### src/rtl/line_ctrl_pkg.sv
package line_ctrl_pkg;
    localparam int DATA_W    = 8;
    localparam int NUM_RST   = 3;
    localparam int BIT_LIURST = 7;
    localparam int BIT_LOOP   = 6;
    localparam int BIT_RXES   = 5;
    localparam int BIT_TXES   = 4;
    localparam int BIT_RSVD   = 3;
    localparam int BIT_SYNC   = 2;
    localparam int BIT_CDIS   = 1;
    localparam int BIT_ODRN   = 0;

    typedef enum logic [2:0] {
        PAT_IDLE    = 3'd0,
        PAT_MARK_P  = 3'd1,
        PAT_SPACE_A = 3'd2,
        PAT_MARK_N  = 3'd3,
        PAT_SPACE_B = 3'd4
    } pat_state_t;
endpackage

### src/rtl/line_ctrl_regs.sv
module line_ctrl_regs
    import line_ctrl_pkg::*;
#(
    parameter int          ADDR_W   = 8,
    parameter logic [7:0]  REG_ADDR = 8'h0A
) (
    input  logic                clk,
    input  logic                rst_n,
    input  logic                wr_en,
    input  logic [ADDR_W-1:0]   addr,
    input  logic [DATA_W-1:0]   wr_data,
    output logic [DATA_W-1:0]   rd_data,
    output logic [NUM_RST-1:0]  rst_bits,
    output logic                loop_en,
    output logic                sync_en,
    output logic                cdis_en,
    output logic                odrn_en
);
    localparam logic [DATA_W-1:0] RSVD_MASK = ~(DATA_W'(1) << BIT_RSVD);

    logic [DATA_W-1:0] ctrl_q;
    logic              hit;

    assign hit = (addr == REG_ADDR[ADDR_W-1:0]);

    always_ff @(posedge clk or negedge rst_n) begin
        if (!rst_n) begin
            ctrl_q <= '0;
        end else if (wr_en && hit) begin
            ctrl_q <= wr_data & RSVD_MASK;
        end
    end

    always_comb begin
        rd_data = hit ? ctrl_q : '0;
    end

    assign rst_bits = {ctrl_q[BIT_LIURST], ctrl_q[BIT_RXES], ctrl_q[BIT_TXES]};
    assign loop_en  = ctrl_q[BIT_LOOP];
    assign sync_en  = ctrl_q[BIT_SYNC];
    assign cdis_en  = ctrl_q[BIT_CDIS];
    assign odrn_en  = ctrl_q[BIT_ODRN];

    // the reserved bit never reads back as 1
    p_rsvd_zero_r1: assert property (@(posedge clk) disable iff (!rst_n)
        rd_data[BIT_RSVD] == 1'b0);
endmodule

### src/rtl/line_ctrl_edge.sv
module line_ctrl_edge #(
    parameter int N = 3
) (
    input  logic         clk,
    input  logic         rst_n,
    input  logic [N-1:0] lvl,
    output logic [N-1:0] pulse
);
    logic [N-1:0] prev_q;

    always_ff @(posedge clk or negedge rst_n) begin
        if (!rst_n) prev_q <= '0;
        else        prev_q <= lvl;
    end

    for (genvar i = 0; i < N; i++) begin : g_rise
        assign pulse[i] = lvl[i] & ~prev_q[i];
    end
endmodule

### src/rtl/line_ctrl_altgen.sv
module line_ctrl_altgen
    import line_ctrl_pkg::*;
(
    input  logic clk,
    input  logic rst_n,
    input  logic enable,
    output logic pat_pos,
    output logic pat_neg
);
    pat_state_t state_q, state_d;

    always_ff @(posedge clk or negedge rst_n) begin
        if (!rst_n) state_q <= PAT_IDLE;
        else        state_q <= state_d;
    end

    always_comb begin
        state_d = state_q;
        if (!enable) begin
            state_d = PAT_IDLE;
        end else begin
            unique case (state_q)
                PAT_IDLE:    state_d = PAT_MARK_P;
                PAT_MARK_P:  state_d = PAT_SPACE_A;
                PAT_SPACE_A: state_d = PAT_MARK_N;
                PAT_MARK_N:  state_d = PAT_SPACE_B;
                PAT_SPACE_B: state_d = PAT_MARK_P;
                default:     state_d = PAT_IDLE;
            endcase
        end
    end

    always_comb begin
        pat_pos = 1'b0;
        pat_neg = 1'b0;
        unique case (state_q)
            PAT_MARK_P: pat_pos = 1'b1;
            PAT_MARK_N: pat_neg = 1'b1;
            default: ;
        endcase
    end

    // a mark is always followed by a space
    p_mark_then_space_r7: assert property (@(posedge clk) disable iff (!rst_n)
        (pat_pos || pat_neg) |=> (!pat_pos && !pat_neg));
    // a positive mark is followed two cycles later by a negative mark or idle
    p_alt_rail_r7: assert property (@(posedge clk) disable iff (!rst_n)
        (pat_pos && enable) |=> ##1 (!pat_pos));
endmodule

### src/rtl/line_ctrl_top.sv
module line_ctrl_top
    import line_ctrl_pkg::*;
#(
    parameter int          ADDR_W   = 8,
    parameter logic [7:0]  REG_ADDR = 8'h0A
) (
    input  logic              clk,
    input  logic              rst_n,
    input  logic              wr_en,
    input  logic [ADDR_W-1:0] addr,
    input  logic [7:0]        wr_data,
    output logic [7:0]        rd_data,
    input  logic              rx_pos,
    input  logic              rx_neg,
    input  logic              fmt_pos,
    input  logic              fmt_neg,
    output logic              tx_pos,
    output logic              tx_neg,
    output logic              rxf_pos,
    output logic              rxf_neg,
    output logic              liu_rst_pulse,
    output logic              rx_es_rst_pulse,
    output logic              tx_es_rst_pulse,
    output logic              sync_sel,
    output logic              open_drain
);
    logic [NUM_RST-1:0] rst_bits;
    logic [NUM_RST-1:0] rst_pulse;
    logic loop_en, cdis_en, pat_pos, pat_neg;

    line_ctrl_regs #(.ADDR_W(ADDR_W), .REG_ADDR(REG_ADDR)) regs_i (
        .clk(clk), .rst_n(rst_n), .wr_en(wr_en), .addr(addr),
        .wr_data(wr_data), .rd_data(rd_data), .rst_bits(rst_bits),
        .loop_en(loop_en), .sync_en(sync_sel), .cdis_en(cdis_en),
        .odrn_en(open_drain)
    );

    line_ctrl_edge #(.N(NUM_RST)) edge_i (
        .clk(clk), .rst_n(rst_n), .lvl(rst_bits), .pulse(rst_pulse)
    );

    line_ctrl_altgen altgen_i (
        .clk(clk), .rst_n(rst_n), .enable(cdis_en),
        .pat_pos(pat_pos), .pat_neg(pat_neg)
    );

    assign liu_rst_pulse   = rst_pulse[2];
    assign rx_es_rst_pulse = rst_pulse[1];
    assign tx_es_rst_pulse = rst_pulse[0];

    assign rxf_pos = rx_pos;
    assign rxf_neg = rx_neg;

    always_comb begin
        if (loop_en) begin
            tx_pos = rx_pos;
            tx_neg = rx_neg;
        end else if (cdis_en) begin
            tx_pos = pat_pos;
            tx_neg = pat_neg;
        end else begin
            tx_pos = fmt_pos;
            tx_neg = fmt_neg;
        end
    end

    p_liu_one_cycle_r2: assert property (@(posedge clk) disable iff (!rst_n)
        liu_rst_pulse |=> !liu_rst_pulse);
    p_liu_level_r2: assert property (@(posedge clk) disable iff (!rst_n)
        liu_rst_pulse |-> rst_bits[2]);
    p_rxes_one_cycle_r3: assert property (@(posedge clk) disable iff (!rst_n)
        rx_es_rst_pulse |=> !rx_es_rst_pulse);
    p_txes_one_cycle_r4: assert property (@(posedge clk) disable iff (!rst_n)
        tx_es_rst_pulse |=> !tx_es_rst_pulse);
    p_pattern_no_ones_r8: assert property (@(posedge clk) disable iff (!rst_n)
        (cdis_en && !loop_en) |-> !(tx_pos && tx_neg));
endmodule

### config.mk
export PLATFORM = sky130hd
export DESIGN_NAME = line_ctrl_top
export DESIGN_NICKNAME = d
export VERILOG_FILES = /design/src/rtl/line_ctrl_pkg.sv /design/src/rtl/line_ctrl_regs.sv /design/src/rtl/line_ctrl_edge.sv /design/src/rtl/line_ctrl_altgen.sv /design/src/rtl/line_ctrl_top.sv
export SDC_FILE = /design/constraint.sdc
export NUM_CORES = 1
export LEC_CHECK = 0
export ABC_AREA = 1
export CAP_MARGIN = 20
export CELL_PAD_IN_SITES_DETAIL_PLACEMENT = 2
export CELL_PAD_IN_SITES_GLOBAL_PLACEMENT = 2
export CORE_MARGIN = 2
export CORE_UTILIZATION = 20
export CTS_CLUSTER_SIZE = 25
export DETAILED_ROUTE_END_ITERATION = 12
export GPL_ROUTABILITY_DRIVEN = 0
export PLACE_DENSITY_LB_ADDON = 0.1
export SLEW_MARGIN = 20
export SYNTH_ARGS = -nofsm -noshare
export SYNTH_HDL_FRONTEND = slang
export SYNTH_SLANG_ARGS = --single-unit
export TNS_END_PERCENT = 5
### constraint.sdc
create_clock -name clk -period 1.6 [get_ports clk]
set_input_delay 0.32 -clock clk [delete_from_list [all_inputs] [get_ports clk]]
set_output_delay 0.32 -clock clk [all_outputs]
set_load 0.02 [all_outputs]
# Word level (Yosys, flattened, before mapping)
# Index checks and enable logic that the tools add are counted.
# totals
reg_bits	13
latchBits	0
ram_bits	0
romBits	0
input_bits	23
output_inout_bits	17
word_cells	26
memories	0
# classes
add_sub_neg	0
multipliers	0
div_mod_pow	0
n_lt_le_gt_ge	0
n_eq_ne	5
shifts	0
n_mux	9
bitwise	6
n_reduce_logical	3
# op_table
operator	n
3-bit one-hot mux with 4 select lines	1
8-bit by 4-bit equality test with 1-bit output (second input constant)	1
8-bit two-way mux	1
3-bit by 2-bit equality test with 1-bit output (second input constant)	2
1-bit two-way mux	6
1-bit bitwise AND	3
3-bit by 1-bit equality test with 1-bit output (second input constant)	1
3-bit equality test (second input constant)	1
3-bit zero test	1
3-bit two-way mux	1
1-bit NOT	3
2-bit OR reduction	1
1-bit logical AND	1

# Longest topological paths before layout
# Gate-level depths: netlist of the first run.
# depth
depth_word	4
ltp_mapped	6
depth_no_buf	6

# Hierarchy
# Synthesis of the first run repeated with hierarchy kept, for this count alone.
# unflattened
hier_cells	105
area_unflattened_um2	767.0
# by_module_without_submodules
mod	instances	cells_each	area_each_um2	seq_area_each_um2
line_ctrl_regs	1	62	447.9	175.2
line_ctrl_altgen	1	16	136.4	75.1
line_ctrl_edge	1	9	105.1	75.1
line_ctrl_top	1	18	77.6	0.0

# Worst setup path after synthesis of the first run
# No wires, ideal clock.
# synth_path
path_type	register to output
start	register regs_i.ctrl_q[1]
end	output port tx_neg
arrival_time_ps	969
t_required_ps	1280
slack_ps	311
stages_incl_launch_ff	5
path_buffers	0
path_cell_list	dfrtp_1 > inv_1 > nor2_1 > nand2_1 > a21oi_1
# synth_via
elab_chain_cells	2
# synth_lines
element	line	rtl
start: declaration	line_ctrl_regs.sv:21	logic [DATA_W-1:0] ctrl_q;
start signal: assignment	line_ctrl_regs.sv:30	ctrl_q <= wr_data & RSVD_MASK;
1-bit two-way mux	line_ctrl_top.sv:58	end else if (cdis_en) begin
1-bit two-way mux	line_ctrl_top.sv:55	if (loop_en) begin
end: declaration	line_ctrl_top.sv:18	output logic tx_neg,
# No other way between the ends.

# Worst setup path after layout of the first run
# layout_path
start	register regs_i.ctrl_q[1]
end	output port tx_pos
# layout_via
elab_chain_cells	2
# layout_lines
element	line	rtl
1-bit two-way mux	line_ctrl_top.sv:58	
1-bit two-way mux	line_ctrl_top.sv:55	
end: declaration	line_ctrl_top.sv:17	output logic tx_pos,
# No other way between the ends.

==> reports/summary.txt, run 1 <==
DR WL/cell = 12.4 µm
Most frequent cells in the layout = 18 x nand2_1, 13 x inv_1, 13 x dfrtp_1, 13 x clkdlybuf4s50_1, 12 x buf_4
Antenna diode count = 0
Placed cell area = 1180 µm²
TritonCTS Buffers = 3
# rows = 21
DRT antenna net count = 0
Residual DRC = 0
Skew final = 0.0121 ns
Total clock sinks = 13
Worst-path maximum fanout = 5
Tmin final = 1.58 ns
Arrival time worst endpoint = 1.26 ns
Slew Viols, Final = 0
Synth cell types = 17
Area leader, netlist = dfrtp_1
DIE HEIGHT = 63.0 µm
First-pass GRT wire length = 3820 µm
Clock root cell = clkbuf_4
IR Drop Worst-Case VDD = 0.167 mV
Vias in the first global route = 838
Synth top area cells = dfrtp_1 47%, nand2_1 9.7%, nor2_2 8.1%
RR Startpoint = regs_i.ctrl_q[1]
Fin Hold WS = 0.336 ns
IO Pins = 40
PwrDens = 564 nW/µm²
Nets = 161
Starting Density = 0.208
Drt first pass iters = 3
Post-Syn Instances = 88
Period utilization = 0.985
Worst Setup SP = regs_i.ctrl_q[1]
Share of cells above drive strength 1 = 0.307
Mapped Area = 696 µm²
Die Footprint = 3970 µm²
Dpl hpwl = 1830 µm
CP required = 1.28 ns
Synth top area share = 0.468
CTS H-Tree Depth = 1
# port buffers = 37
Post-synthesis sequential area ratio = 0.468
Vias per inst = 3.95
Endpoints failing hold = 0
Die width = 63.0 µm
CP Launch Type = flip-flop
Design area = 1280 µm²
Worst Setup Path Type = reg -> out
Total global routing overflow = 0
Initial DRC count = 17
Register clock-pin slew on the reported worst setup and hold paths = 0.09 ns
GRT Util Overall = 0.126
TritonCTS clock tree = done
Number of setup violations in the final report = 0
Hold Path Class = in -> async
Pin count of the biggest net entering global routing = 14
Fillers = 406
Commonest non-fill, non-tap cell in the layout = nand2_1
Layout area overhead = 84.4%
Yosys reg bits = 13
Max Cap Violations = 0
Initial antenna violation count = 0
Crit. End Element = output port
Drt total wl = 2260 µm
Worst-case clock buffer depth = 2
Synthesized Nets = 111
Clock latency on the worst-skew pair = 0.28 ns
Via count = 722
Yosys warns = 0
Sequential cell area = 325 µm²
Syn_area_per_cell = 7.91 µm²
Core Area = 3340 µm²
Status = completed
Multi-input gate area = 328 µm²
RSZ-0062 raised after global routing = true
Pleak = 0.715 nW
Util after Layout = 0.384
Max Clock Freq = 0.635 GHz
[through the flow]
stage,TNS [ns],setup WS [ns],cells,power [mW]
after global placement,-5.08,-0.628,178,0.515
after CTS,-1.23,-0.184,182,0.739
final,0,0.0244,183,0.723
after global routing,-0.176,-0.110,183,0.772
after floorplan,0,0.311,88,0.416
after detailed placement,-5.31,-0.636,178,0.522
[routing by layer]
layer	track usage	share of wire	vias up	routed length [µm]
met5	0	0	-	0
met4	0.0417	0	0	0
met3	0.0288	0.040	0	91
met2	0.222	0.55	20	1250
met1	0.149	0.41	343	919
li1	-	-	359	-
[Yosys cell counts, drive strengths merged]
| cell | count |
|---|---|
| a211oi | 1 |
| a21oi | 4 |
| buf | 4 |
| conb | 1 |
| dfrtp | 13 |
| inv | 15 |
| nand2 | 20 |
| nand3 | 8 |
| nand3b | 1 |
| nor2 | 20 |
| nor4 | 1 |
[worst paths after layout]
kind | end | slack, ns | cells past startpoint
max | tx_pos | 0.02 | 5
min | regs_i.ctrl_q[7] | 0.34 | 2
max reg2reg | altgen_i.state_q[1] | 0.67 | 3
min reg2reg | edge_i.prev_q[1] | 0.42 | 0
max in group asynchronous | regs_i.ctrl_q[1] | 1.09 | 2
min in group clk | edge_i.prev_q[1] | 0.42 | 0
[layout make-up]
type	instances	area share
Tap cell	46	0.0449
Multi-Input combinational cell	56	0.256
Sequential cell	13	0.254
Timing Repair Buffer	49	0.372
Inverter	15	0.0537
Clock buffer	4	0.0205
[sequential cells by signal (all words and copies together), names as in the netlist]
signal	flops
regs_i.ctrl_q	7
edge_i.prev_q	3
altgen_i.state_q	3
[report_power, final]
part / internal (mW) / switching (mW) / leakage, nW
combinational: 0.0814 / 0.0765 / 0.520
sequential: 0.341 / 0.00914 / 0.180
clock: 0.0968 / 0.118 / 0.0150
total: 0.520 / 0.204 / 0.715
[critical path, cell delays in order, from the launching register on]
cell and delay [ns]:
dfrtp_1 0.38, inv_2 0.07, nor2_2 0.10, nand3b_1 0.13, a21oi_2 0.17, buf_6 0.13
[repair_timing]
| item | 4_1_cts | 5_1_grt |
|---|---|---|
| resized for setup | 54 | 27 |
| hold buffers | 0 | 0 |
| pin swaps | 0 | 8 |
| setup endpoints to repair | 16 | 9 |
| buffers inserted | 0 | 1 |
| gates cloned | 0 | 0 |
| endpoints found under the hold margin | 0 | 0 |
[cell families after synthesis]
family | count (synthesis) | share of synthesized area
compound gates | 5 | 0.0396
other cells | 1 | 0.00539
buf+inv | 19 | 0.124
flops | 13 | 0.468
simple gates | 50 | 0.363
(Power assumes the default switching activity.)
==> run 2, diff against run 1 <==
MAX_ROUTING_LAYER = met4   (was not set)
==> reports/summary.txt, run 2 (synthesized netlist as in run 1, its figures left out) <==
Status = completed
Reg2Reg Depth = 3 (unchanged)
Comb pwr share = 0.218 (about the same)
Hold Path Class = in -> async
Via count = 722 (unchanged)
Residual DRC = 0 (unchanged)
Core Area = 3340 µm² (unchanged)
Util after Layout = 0.384 (unchanged)
Max Cap Violations = 0 (unchanged)
Clock root cell = clkbuf_4
# port buffers = 37 (unchanged)
Pint = 0.520 mW (about the same)
Die width = 63.0 µm (unchanged)
Endpoints failing hold = 0 (unchanged)
Arrival time worst endpoint = 1.26 ns (about the same)
DR WL/cell = 12.3 µm (about the same)
Drt first pass iters = 3 (unchanged)
Design area = 1280 µm² (unchanged)
Setup TNS = 0 ns (unchanged)
Sw Pwr = 0.204 mW (about the same)
Skew final = 0.0121 ns (+0.0000544 ns)
Critical-path cell list = inv_2 > nor2_2 > nand3b_1 > a21oi_2 > buf_6
Period utilization = 0.985 (about the same)
Initial DRC count = 16 (-1)
Vias in the first global route = 838 (unchanged)
Net Sw Frac = 0.282 (about the same)
RSZ-0062 raised after global routing = true
Crit-path max cell delay = 0.38 ns (about the same)
Worst-path maximum fanout = 5 (unchanged)
WP buf/inv = 2 (unchanged)
Register-to-Register Setup Slack = 0.67 ns (about the same)
DRT antenna net count = 0 (unchanged)
Largest registers = regs_i.ctrl_q (7), altgen_i.state_q (3), edge_i.prev_q (3)
Top Family by Delay on Critical Path = flip-flops
Initial antenna violation count = 0 (unchanged)
Most Used Layer, Global Route = met2
Clock share of power = 0.297 (about the same)
Register clock-pin slew on the reported worst setup and hold paths = 0.09 ns (about the same)
IR Drop Worst-Case VDD = 0.167 mV (about the same)
Overall power = 0.723 mW (about the same)
Clock latency on the worst-skew pair = 0.28 ns (about the same)
Non-Filler Instances = 183 (unchanged)
Number of setup violations in the final report = 0 (unchanged)
DIE HEIGHT = 63.0 µm (unchanged)
GRT Util Overall = 0.130 (+0.00393)
Max Clock Freq = 0.635 GHz (about the same)
Met3 global-route usage = 0.0342 (+0.00541)
Power share of the sequential group = 0.485 (about the same)
Share of cells above drive strength 1 = 0.307 (unchanged)
Tmin final = 1.58 ns (-0.0000837 ns)
CP required = 1.28 ns (about the same)
Placed Cells = 178 (unchanged)
CTS H-Tree Depth = 1 (unchanged)
Starting Density = 0.208 (unchanged)
Pleak = 0.715 nW (unchanged)
PwrDens = 564 nW/µm² (about the same)
Fin Hold WS = 0.336 ns (-0.0000110 ns)
Worst Setup Path Type = reg -> out
RR Startpoint = regs_i.ctrl_q[1]
Drt total wl = 2260 µm (about the same)
# rows = 21 (unchanged)
Most frequent cells in the layout = 18 x nand2_1, 13 x inv_1, 13 x dfrtp_1, 13 x clkdlybuf4s50_1, 12 x buf_4
Hold_buf cts = 0 (unchanged)
CP Launch Type = flip-flop
GR met2 Demand/Resource = 0.227 (+0.00532)
Commonest non-fill, non-tap cell in the layout = nand2_1
Total clock sinks = 13 (unchanged)
Die Footprint = 3970 µm² (unchanged)
Top reg by flops = regs_i.ctrl_q
Nets = 161 (unchanged)
Slew Viols, Final = 0 (unchanged)
Critical-path top delay cell = dfrtp_1
Crit. End Element = output port
Final WS setup = 0.0245 ns (+0.0000837 ns)
Reg2reg end = altgen_i.state_q[1]
IO Pins = 40 (unchanged)
Total global routing overflow = 0 (unchanged)
Met1 Resource Use GR = 0.143 (-0.00669)
First-pass GRT wire length = 3820 µm (unchanged)
Worst-case clock buffer depth = 2 (unchanged)
Dpl hpwl = 1830 µm (unchanged)
Max reg flops = 7 (unchanged)
TritonCTS Buffers = 3 (unchanged)
Post-Place Setup Slack = -0.636 ns (unchanged)
Layout area overhead = 84.4% (unchanged)
Placed cell area = 1180 µm² (unchanged)
Antenna diode count = 0 (unchanged)
Pin count of the biggest net entering global routing = 14 (unchanged)
TritonCTS clock tree = done
Vias per inst = 3.95 (unchanged)
[run 2: final cells by class]
| type | instances | area [µm²] |
|---|---|---|
| Fill cell | 406 | 2050 |
| Timing Repair Buffer | 49 | 477 |
| Multi-Input combinational cell | 56 | 328 |
| Sequential cell | 13 | 325 |
| Inverter | 15 | 68.8 |
| Tap cell | 46 | 57.6 |
| Clock buffer | 4 | 26.3 |
[run 2: power groups by stage]
stage                     registers [mW]  logic [mW]  clock network (mW)
after global placement             0.356       0.159                   0
after floorplan                    0.358      0.0585                   0
after global routing               0.353       0.174               0.244
after detailed placement           0.358       0.164                   0
final                              0.351       0.158               0.215
after CTS                          0.351       0.158               0.229
[run 2: worst max-delay path by stage]
stage                                start         end  depth (start not counted)
final                     regs_i.ctrl_q[1]      tx_pos                          5
after global routing      regs_i.ctrl_q[1]      tx_pos                          5
after CTS                          addr[1]  rd_data[2]                          8
after detailed placement           addr[1]  rd_data[2]                          8
after global placement             addr[3]  rd_data[2]                          8
after floorplan           regs_i.ctrl_q[1]      tx_neg                          4
[run 2: worst register-to-register path, cell delays in order, from the launching register on]
cell and delay, ns:
dfrtp_1 0.38, inv_2 0.07, buf_4 0.14, nor4_1 0.26
[run 2: timing repair]
action	in CTS	in global routing
endpoints found under the setup margin	16	9
buffers inserted	0	1
pin swaps	0	8
resized for setup	54	27
[run 2: per-layer routing]
metal,up-vias,routed length (µm)
met4,0,0
li1,359,-
met5,-,0
met3,0,91
met2,20,1250
met1,343,919
